--- config.mk ---
export PLATFORM = sky130hd
export DESIGN_NAME = uart_dbuf_tx
export DESIGN_NICKNAME = d
export VERILOG_FILES = /design/src/rtl/uart_tx_pkg.sv /design/src/rtl/uart_tx_shift.sv /design/src/rtl/uart_tx_hold.sv /design/src/rtl/uart_tx_ctrl.sv /design/src/rtl/uart_dbuf_tx.sv
export SDC_FILE = /design/constraint.sdc
export NUM_CORES = 1
export LEC_CHECK = 0
export ABC_AREA = 1
export BUFFER_PORTS_ARGS = -buffer_cell sky130_fd_sc_hd__buf_4
export CAP_MARGIN = 20
export CORE_AREA = 2 2 55 57
export CTS_CLUSTER_DIAMETER = 80
export CTS_CLUSTER_SIZE = 30
export DETAILED_ROUTE_END_ITERATION = 8
export DIE_AREA = 0 0 57 59
export GPL_TIMING_DRIVEN = 0
export PLACE_DENSITY = 0.82
export SLEW_MARGIN = 10
export SYNTH_ARGS = -nofsm -noshare
export SYNTH_HDL_FRONTEND = slang
export SYNTH_SLANG_ARGS = --single-unit
--- constraint.sdc ---
create_clock -name clk -period 3.9 [get_ports clk]
set_clock_uncertainty 0.05 [all_clocks]
set_input_delay 0.195 -clock clk [delete_from_list [all_inputs] [get_ports clk]]
set_output_delay 0.195 -clock clk [all_outputs]
set_load 0.1 [all_outputs]
--- src/rtl/uart_tx_pkg.sv ---
package uart_tx_pkg;
  // Where the shifter takes its next character from on a given edge
  typedef enum logic [1:0] {
    SRC_NONE  = 2'd0,
    SRC_WRITE = 2'd1,
    SRC_HOLD  = 2'd2
  } load_src_e;
endpackage

--- src/rtl/uart_tx_shift.sv ---
module uart_tx_shift #(
  parameter int DATA_W = 8,
  parameter int TICKS  = 16
) (
  input  logic              clk,
  input  logic              rst,
  input  logic              baud_tick,
  input  logic              load,
  input  logic [DATA_W-1:0] ld_data,
  input  logic              ld_bit9,
  input  logic              ld_nine,
  output logic              active,
  output logic              done,
  output logic              txd
);
  localparam int FW = DATA_W + 3;
  localparam int CW = (TICKS > 1) ? $clog2(TICKS) : 1;
  localparam int LW = $clog2(FW + 1);

  logic [FW-1:0] frame_q;
  logic [CW-1:0] tick_q;
  logic [LW-1:0] left_q;
  logic          active_q;
  logic          txd_q;
  logic          bit_end;

  assign bit_end = active_q && baud_tick && (tick_q == CW'(TICKS - 1));
  assign done    = bit_end && (left_q == LW'(1));
  assign active  = active_q;
  assign txd     = txd_q;

  always_ff @(posedge clk) begin
    if (rst) begin
      active_q <= 1'b0;
      frame_q  <= '1;
      tick_q   <= '0;
      left_q   <= '0;
      txd_q    <= 1'b1;
    end else if (load) begin
      active_q <= 1'b1;
      frame_q  <= {1'b1, (ld_nine ? ld_bit9 : 1'b1), ld_data, 1'b0};
      tick_q   <= '0;
      left_q   <= ld_nine ? LW'(DATA_W + 3) : LW'(DATA_W + 2);
      txd_q    <= 1'b0;
    end else if (active_q && baud_tick) begin
      if (bit_end) begin
        tick_q <= '0;
        if (left_q == LW'(1)) begin
          active_q <= 1'b0;
          txd_q    <= 1'b1;
        end else begin
          frame_q <= {1'b1, frame_q[FW-1:1]};
          left_q  <= left_q - LW'(1);
          txd_q   <= frame_q[1];
        end
      end else begin
        tick_q <= tick_q + CW'(1);
      end
    end
  end
endmodule

--- src/rtl/uart_tx_hold.sv ---
module uart_tx_hold #(
  parameter int DATA_W = 8
) (
  input  logic              clk,
  input  logic              rst,
  input  logic              accept,
  input  logic [DATA_W-1:0] in_data,
  input  logic              in_bit9,
  input  logic              take,
  output logic              valid,
  output logic [DATA_W-1:0] out_data,
  output logic              out_bit9
);
  logic              valid_q;
  logic [DATA_W-1:0] data_q;
  logic              b9_q;

  always_ff @(posedge clk) begin
    if (rst) begin
      valid_q <= 1'b0;
      data_q  <= '0;
      b9_q    <= 1'b0;
    end else begin
      if (accept) begin
        valid_q <= 1'b1;
        data_q  <= in_data;
        b9_q    <= in_bit9;
      end else if (take) begin
        valid_q <= 1'b0;
      end
    end
  end

  assign valid    = valid_q;
  assign out_data = data_q;
  assign out_bit9 = b9_q;
endmodule

--- src/rtl/uart_tx_ctrl.sv ---
module uart_tx_ctrl
  import uart_tx_pkg::*;
(
  input  logic      clk,
  input  logic      rst,
  input  logic      wr_en,
  input  logic      dbuf_en,
  input  logic      eot_sel,
  input  logic      int_clr,
  input  logic      sh_active,
  input  logic      sh_done,
  input  logic      hold_valid,
  output load_src_e src,
  output logic      hold_accept,
  output logic      tx_int
);
  logic free;
  logic set_int;
  logic int_q;

  always_comb begin
    free = dbuf_en ? (!sh_active || sh_done) : !sh_active;
    if (dbuf_en && free && hold_valid)
      src = SRC_HOLD;
    else if (free && !hold_valid && wr_en)
      src = SRC_WRITE;
    else
      src = SRC_NONE;
    hold_accept = dbuf_en && wr_en && (src != SRC_WRITE) &&
                  (!hold_valid || (src == SRC_HOLD));
    if (dbuf_en)
      set_int = (src != SRC_NONE) || (sh_done && eot_sel);
    else
      set_int = sh_done;
  end

  always_ff @(posedge clk) begin
    if (rst)
      int_q <= 1'b0;
    else if (set_int)
      int_q <= 1'b1;
    else if (int_clr)
      int_q <= 1'b0;
  end

  assign tx_int = int_q;
endmodule

--- src/rtl/uart_dbuf_tx.sv ---
module uart_dbuf_tx
  import uart_tx_pkg::*;
#(
  parameter int DATA_W = 8,
  parameter int TICKS  = 16
) (
  input  logic              clk,
  input  logic              rst,
  input  logic              baud_tick,
  input  logic              wr_en,
  input  logic [DATA_W-1:0] wr_data,
  input  logic              wr_bit9,
  input  logic              mode9,
  input  logic              dbuf_en,
  input  logic              eot_sel,
  input  logic              int_clr,
  output logic              txd,
  output logic              tx_int,
  output logic              busy
);
  load_src_e         src;
  logic              hold_accept;
  logic              hold_valid;
  logic [DATA_W-1:0] hold_data;
  logic              hold_b9;
  logic              sh_active;
  logic              sh_done;
  logic              sh_load;
  logic [DATA_W-1:0] ld_data;
  logic              ld_b9;

  uart_tx_ctrl u_ctrl (
    .clk        (clk),
    .rst        (rst),
    .wr_en      (wr_en),
    .dbuf_en    (dbuf_en),
    .eot_sel    (eot_sel),
    .int_clr    (int_clr),
    .sh_active  (sh_active),
    .sh_done    (sh_done),
    .hold_valid (hold_valid),
    .src        (src),
    .hold_accept(hold_accept),
    .tx_int     (tx_int)
  );

  uart_tx_hold #(.DATA_W(DATA_W)) u_hold (
    .clk     (clk),
    .rst     (rst),
    .accept  (hold_accept),
    .in_data (wr_data),
    .in_bit9 (wr_bit9),
    .take    (src == SRC_HOLD),
    .valid   (hold_valid),
    .out_data(hold_data),
    .out_bit9(hold_b9)
  );

  assign sh_load = (src != SRC_NONE);
  assign ld_data = (src == SRC_HOLD) ? hold_data : wr_data;
  assign ld_b9   = (src == SRC_HOLD) ? hold_b9 : wr_bit9;

  uart_tx_shift #(.DATA_W(DATA_W), .TICKS(TICKS)) u_shift (
    .clk      (clk),
    .rst      (rst),
    .baud_tick(baud_tick),
    .load     (sh_load),
    .ld_data  (ld_data),
    .ld_bit9  (ld_b9),
    .ld_nine  (mode9),
    .active   (sh_active),
    .done     (sh_done),
    .txd      (txd)
  );

  assign busy = sh_active || hold_valid;
endmodule

* After elaboration in Yosys (flattened, before gate mapping)
Index checks and enable logic that the tools add are counted.
Word-level totals: input port bits 17, register bits after elaboration 31, output and inout bits 3, word-level logic and storage cells 72
Cells by class: equal/unequal tests 5, mux-type cells 29, add/subtract/negate cells 2, reduce and logical (&&, ||, !) cells 27
Operators with widths (number):
- $mux W10 | 4
- $mux W4 | 5
- $mux W1 | 18
- $reduce_bool A2 Y1 | 6
- $logic_and A1 B1 Y1 | 11
- $mux W8 | 1
- $reduce_and A3 Y1 | 2
- $add A4 B1 Y4 const B | 1
- $eq A4 B1 Y1 const B | 1
- $eq A4 B4 Y1 const B | 1
- $logic_or A1 B1 Y1 | 4
- $sub A4 B1 Y4 const B | 1
- $eq A2 B2 Y1 const B | 1
- $logic_not A1 Y1 | 2
- $mux W2 | 1
- $ne A2 B1 Y1 const B | 1
- $ne A2 B2 Y1 const B | 1
- $reduce_and A2 Y1 | 1
- $reduce_or A2 Y1 | 1

* Logic depth before layout (Yosys ltp)
word-level depth 13, mapped depth 12, depth with buffers taken out 12

* Cells and area by module
Synthesis repeated with hierarchy kept, for this count alone.
Second synthesis, totals: cell total of the unflattened synthesis 226, area, all modules 1539.0 um^2
Modules (own cells, without submodules):
- uart_tx_shift | times used 1, seq. area each 380.4 um^2, cells each 129, area an instance 930.9 um^2
- uart_tx_hold | times used 1, seq. area each 200.2 um^2, cells each 43, area an instance 352.8 um^2
- uart_dbuf_tx | times used 1, seq. area each 0.0 um^2, cells each 33, area an instance 150.1 um^2
- uart_tx_ctrl | times used 1, seq. area each 20.0 um^2, cells each 21, area an instance 105.1 um^2

* Worst setup path after synthesis
Ideal clock, no wire load.
path kind reg2reg, from register u_shift.tick_q[0], to register u_shift.frame_q[9], setup time 0.125 ns, stages on the path, launching flop included 12, required time 3.725 ns, clock period less this slack 1.581 ns, data arrival time 1.406 ns, buffers on the path 1, setup slack 2.319 ns, cells stage by stage dfxtp_1 ha_1 nand3_2 nor2_4 nand2_2 nand2_2 nand2_1 buf_2 a21oi_2 nand2_1 nand2_1 nand2_1
On the way: longest elaborated chain between the ends 13, elaborated cells between the ends (all ways) 20, classes of those cells eq/ne: 3; mux: 6; reduce/logical: 11
Ends and longest elaborated chain:
- start: declaration | line uart_tx_shift.sv:21 | logic [CW-1:0] tick_q;
- start signal: assignment | line uart_tx_shift.sv:57 | tick_q <= tick_q + CW'(1);
- $eq A4 B4 Y1 (*) | line uart_tx_shift.sv:27 | assign bit_end = active_q && baud_tick && (tick_q == CW'(TICKS - 1));
- $logic_and A1 B1 Y1 (*) | line uart_tx_shift.sv:27
- $logic_and A1 B1 Y1 | line uart_tx_shift.sv:28 | assign done = bit_end && (left_q == LW'(1));
- $logic_or A1 B1 Y1 | line uart_tx_ctrl.sv:22 | free = dbuf_en ? (!sh_active || sh_done) : !sh_active;
- $mux W1 | line uart_tx_ctrl.sv:22
- $logic_and A1 B1 Y1 (2 in a row) | line uart_tx_ctrl.sv:25 | else if (free && !hold_valid && wr_en)
- $mux W1 | line uart_tx_ctrl.sv:25
- $mux W2 | line uart_tx_ctrl.sv:23 | if (dbuf_en && free && hold_valid)
- $eq A2 B2 Y1 | line uart_dbuf_tx.sv:61 | assign ld_b9 = (src == SRC_HOLD) ? hold_b9 : wr_bit9;
- $mux W1 | line uart_dbuf_tx.sv:61
- $mux W1 | line uart_tx_shift.sv:41 | frame_q <= {1'b1, (ld_nine ? ld_bit9 : 1'b1), ld_data, 1'b0};
- $mux W10 | line uart_tx_shift.sv:39 | end else if (load) begin
- end signal: assignment | line uart_tx_shift.sv:41
- end signal: assignment | line uart_tx_shift.sv:52 | frame_q <= {1'b1, frame_q[FW-1:1]};
- end: declaration | line uart_tx_shift.sv:20 | logic [FW-1:0] frame_q;
Mark *: on every way between the ends. The rest lies on a longest branch, timed or not. A chain may end at the register's enable or synchronous reset.

* Worst setup path in the final report
from register u_shift.left_q[0], to register u_shift.frame_q[9]
On the way: longest elaborated chain between the ends 12, elaborated cells between the ends (all ways) 19, classes of those cells eq/ne: 3; mux: 6; reduce/logical: 10
Ends and longest elaborated chain:
- start: declaration | line uart_tx_shift.sv:22 | logic [LW-1:0] left_q;
- start signal: assignment | line uart_tx_shift.sv:43 | left_q <= ld_nine ? LW'(DATA_W + 3) : LW'(DATA_W + 2);
- start signal: assignment | line uart_tx_shift.sv:53 | left_q <= left_q - LW'(1);
- $eq A4 B1 Y1 (*) | line uart_tx_shift.sv:28, uart_tx_shift.sv:48
- $logic_and A1 B1 Y1 | line uart_tx_shift.sv:28
- $logic_or A1 B1 Y1 | line uart_tx_ctrl.sv:22
- $mux W1 | line uart_tx_ctrl.sv:22
- $logic_and A1 B1 Y1 (2 in a row) | line uart_tx_ctrl.sv:25
- $mux W1 | line uart_tx_ctrl.sv:25
- $mux W2 | line uart_tx_ctrl.sv:23
- $eq A2 B2 Y1 | line uart_dbuf_tx.sv:61
- $mux W1 | line uart_dbuf_tx.sv:61
- $mux W1 | line uart_tx_shift.sv:41
- $mux W10 | line uart_tx_shift.sv:39
Marks and branches as above.

==> parameters.txt <==
Parameter                              Value

STA
  Sum Neg Setup Slack    0 ns
  Peak Freq    around 0.55 GHz
  Count of endpoints failing setup in the final report    0
  Slew Limit Headroom    between 60% and 70%
  Slack of the critical path    2.07 ns
  Actual slew at the worst max-slew pin    roughly 0.48 ns
  Fin crit period    1.83 ns
  Number of slew-limit violations in the final report    0
  Share of the clock period used by the worst path after layout    46.9%
  Final Hold Fails    0
  Unrepaired setup endpoints after global routing    no

Clocking
  Resized Gates After CTS    0
  CTS max path bufs    2
  CTS tree    done
  Root Buffer    clkbuf_4
  Hold buffer count at CTS    0
  Insertion delay of the later-clocked pin in the worst-skew pair    between 0.3 and 0.4 ns
  Clock tree sinks    30
  Number of buffers added for setup after CTS    0
  Reg clk slew, reported paths    0.10 ns
  Depth of the CTS H-tree    2
  Inserted Clock Buffers    5

Floorplan
  Placement row count    19
  Die boundary height    59 um
  Effective utilization at floorplan    60.8%
  Core area    2710 um^2
  Die W    57 um
  Die area    3360 um^2
  Number of placed I/O pins    20

Logic synthesis
  Mapped cell area    1650 um^2
  Total nets after synthesis    253
  Number of standard cells after synthesis    233
  Sequential fraction of the synthesis area    36.5%
  Number of warnings issued by yosys    0
  Average cell area after synthesis    just over 7 um^2
  #FFs+latches synth    30
  Main flop type after synthesis    dfxtp_1
  Number of synthesized flops with an enable pin    0
  Post-synth ARST share    0%
  Count of different cell masters after synthesis    28

Global routing
  Initial antenna violation count    0
  Total gr overflow    0
  Pin count of the biggest net entering global routing    11
  Number of global-route vias before repair    1415
  Wire length of the first global-routing pass    6130 um
  Combined global-route utilization of all metal layers    a little under a quarter

Layout
  Net count of the finished layout    279
  Most common cell after layout, fill and taps aside    nand2_1
  Commonest cells after routing, fill and taps aside    nand2_1, dfxtp_1, nand3_1
  Share of post-route cells with drive strength above 1    20.0%
  Antenna diode instance count    0
  Syn-to-layout area delta    14.7%

Placed design
  Pre-CTS worst setup slack    2.09 ns
  Last weighted congestion value of the routability-driven placer    0.805
  Post-detailed-placement half-perimeter wirelength    2520 um
  Number of buffers added on ports    19

Drt
  # DRC    0
  Number of vias after detailed routing    1543
  Sum of routed wire length over all layers    3430 um
  Number of vias per cell    5.30
  Iteration-0 DRC count of the detailed router    52
  Antenna Nets Post-Route    0
  1st-pass router iterations    4
  Routed wire per std cell    11.8 um

Critical path
  CP Launch Type    flop
  Critical path type    reg -> reg
  Critical-path top delay cell    dfxtp_1
  Kind of capture point of the worst setup path    flop
  Worst path required time    4.07 ns
  Highest cell delay on the worst timing path    0.39 ns
  Worst-path fanout max    10
  CP cell instances    ha_1 > nand2_1 > nor2_1 > nand2_2 > nand2_2 > nand2_1 > buf_2 > a21oi_2 > nand2_1 > nand2_1 > nand2_1
  Most used cell, CP    nand2_1
  Arrival time at the worst endpoint    2.00 ns

Flow run
  Count of max-cap constraint violations    0

Power and ir drop
  Final Power    745 uW
  Total power density per cell area    just under 400 nW/um^2
  Peak VDD IR    319 uV
  Static Leakage    0.000911 uW

Run status
  Status    completed

Hold path
  Class of the worst hold path    in -> reg
-- report_power, final --
part | internal (uW) | leakage [uW] | switching [uW] | total [uW]
registers | 334 | 0.000247 | 16.7 | 350
clock network | 87.2 | 0.0000353 | 111 | 198
logic | 75.7 | 0.000629 | 121 | 197
-- per-stage QoR --
stage	hold WS [ns]	utilization (%)	std cells	instance area (um^2)
finish	0.0522	69.7	291	1890
detailed placement	0.404	67.5	283	1830
floorplan	0.294	-	233	1650
global placement	0.394	67.5	283	1830
CTS	0.0549	69.7	291	1890
global route	0.0489	69.7	291	1890
-- worst max-delay path: cells and delay by family, from the launching register on --
kind                       cells  cell delay [ns]
buffers and inverters          1             0.21
DFF                            1             0.39
adders and majority gates      1             0.17
and+or+nand+nor                8             0.74
AOI/OAI and AO/OA              1             0.15
-- layout make-up --
| class | instances | area, um^2 |
|---|---|---|
| Inverter | 29 | 109 |
| Fill cell | 258 | 822 |
| Timing Repair Buffer | 19 | 143 |
| Sequential cell | 30 | 601 |
| Clock buffer | 7 | 55.1 |
| Multi-Input combinational cell | 162 | 845 |
| Buffer | 12 | 92.6 |
| Tap cell | 31 | 38.8 |
| Clock inverter | 1 | 5.00 |
-- kinds of logic (layout without fill, tap and decap cells) --
family,Yosys count,count (layout),share of synthesized area (%)
buffers and inverters,41,68,12.2
AO/OA/AOI/OAI,24,24,9.50
flip-flops,30,30,36.5
AND/OR/NAND/NOR,132,132,37.9
XOR/XNOR,3,3,1.60
adder cells (fa/ha/maj),3,3,2.28
-- worst paths after layout --
path,end,depth (start not counted),slack [ns],start
max,u_shift.frame_q[9],11,2.07,u_shift.left_q[0]
min reg2reg,u_hold.out_data[5],2,0.44,u_hold.out_data[5]
min,u_hold.out_data[5],3,0.05,wr_data[5]
max reg2reg,u_shift.frame_q[9],11,2.07,u_shift.left_q[0]
-- Yosys cell counts, types with 4 or more instances --
library cell	count	area (um^2)
dfxtp_1	30	601
nand3_1	26	130
inv_1	25	93.8
o21bai_1	9	67.6
inv_2	4	15.0
a21oi_1	7	35.0
nand2_1	52	195
buf_6	4	45.0
nor2_1	21	78.8
nand4_1	20	125
-- layer usage --
layer  vias to the layer above  track usage, %  wire, um
met3                         6            6.99       215
met1                       673            29.4      1620
met2                        46            38.3      1540
met5                         -               0         0
li1                        818               -         -
met4                         0            10.3        58
-- sequential cells by signal, indices dropped and copies added (netlist names) --
signal,flops
u_shift.frame_q,9
u_hold.out_data,8
u_shift.left_q,4
u_shift.tick_q,4
u_ctrl.tx_int,1
u_hold.out_bit9,1
u_hold.valid,1
u_shift.active,1
u_shift.txd,1
(Power assumes the default switching activity.)
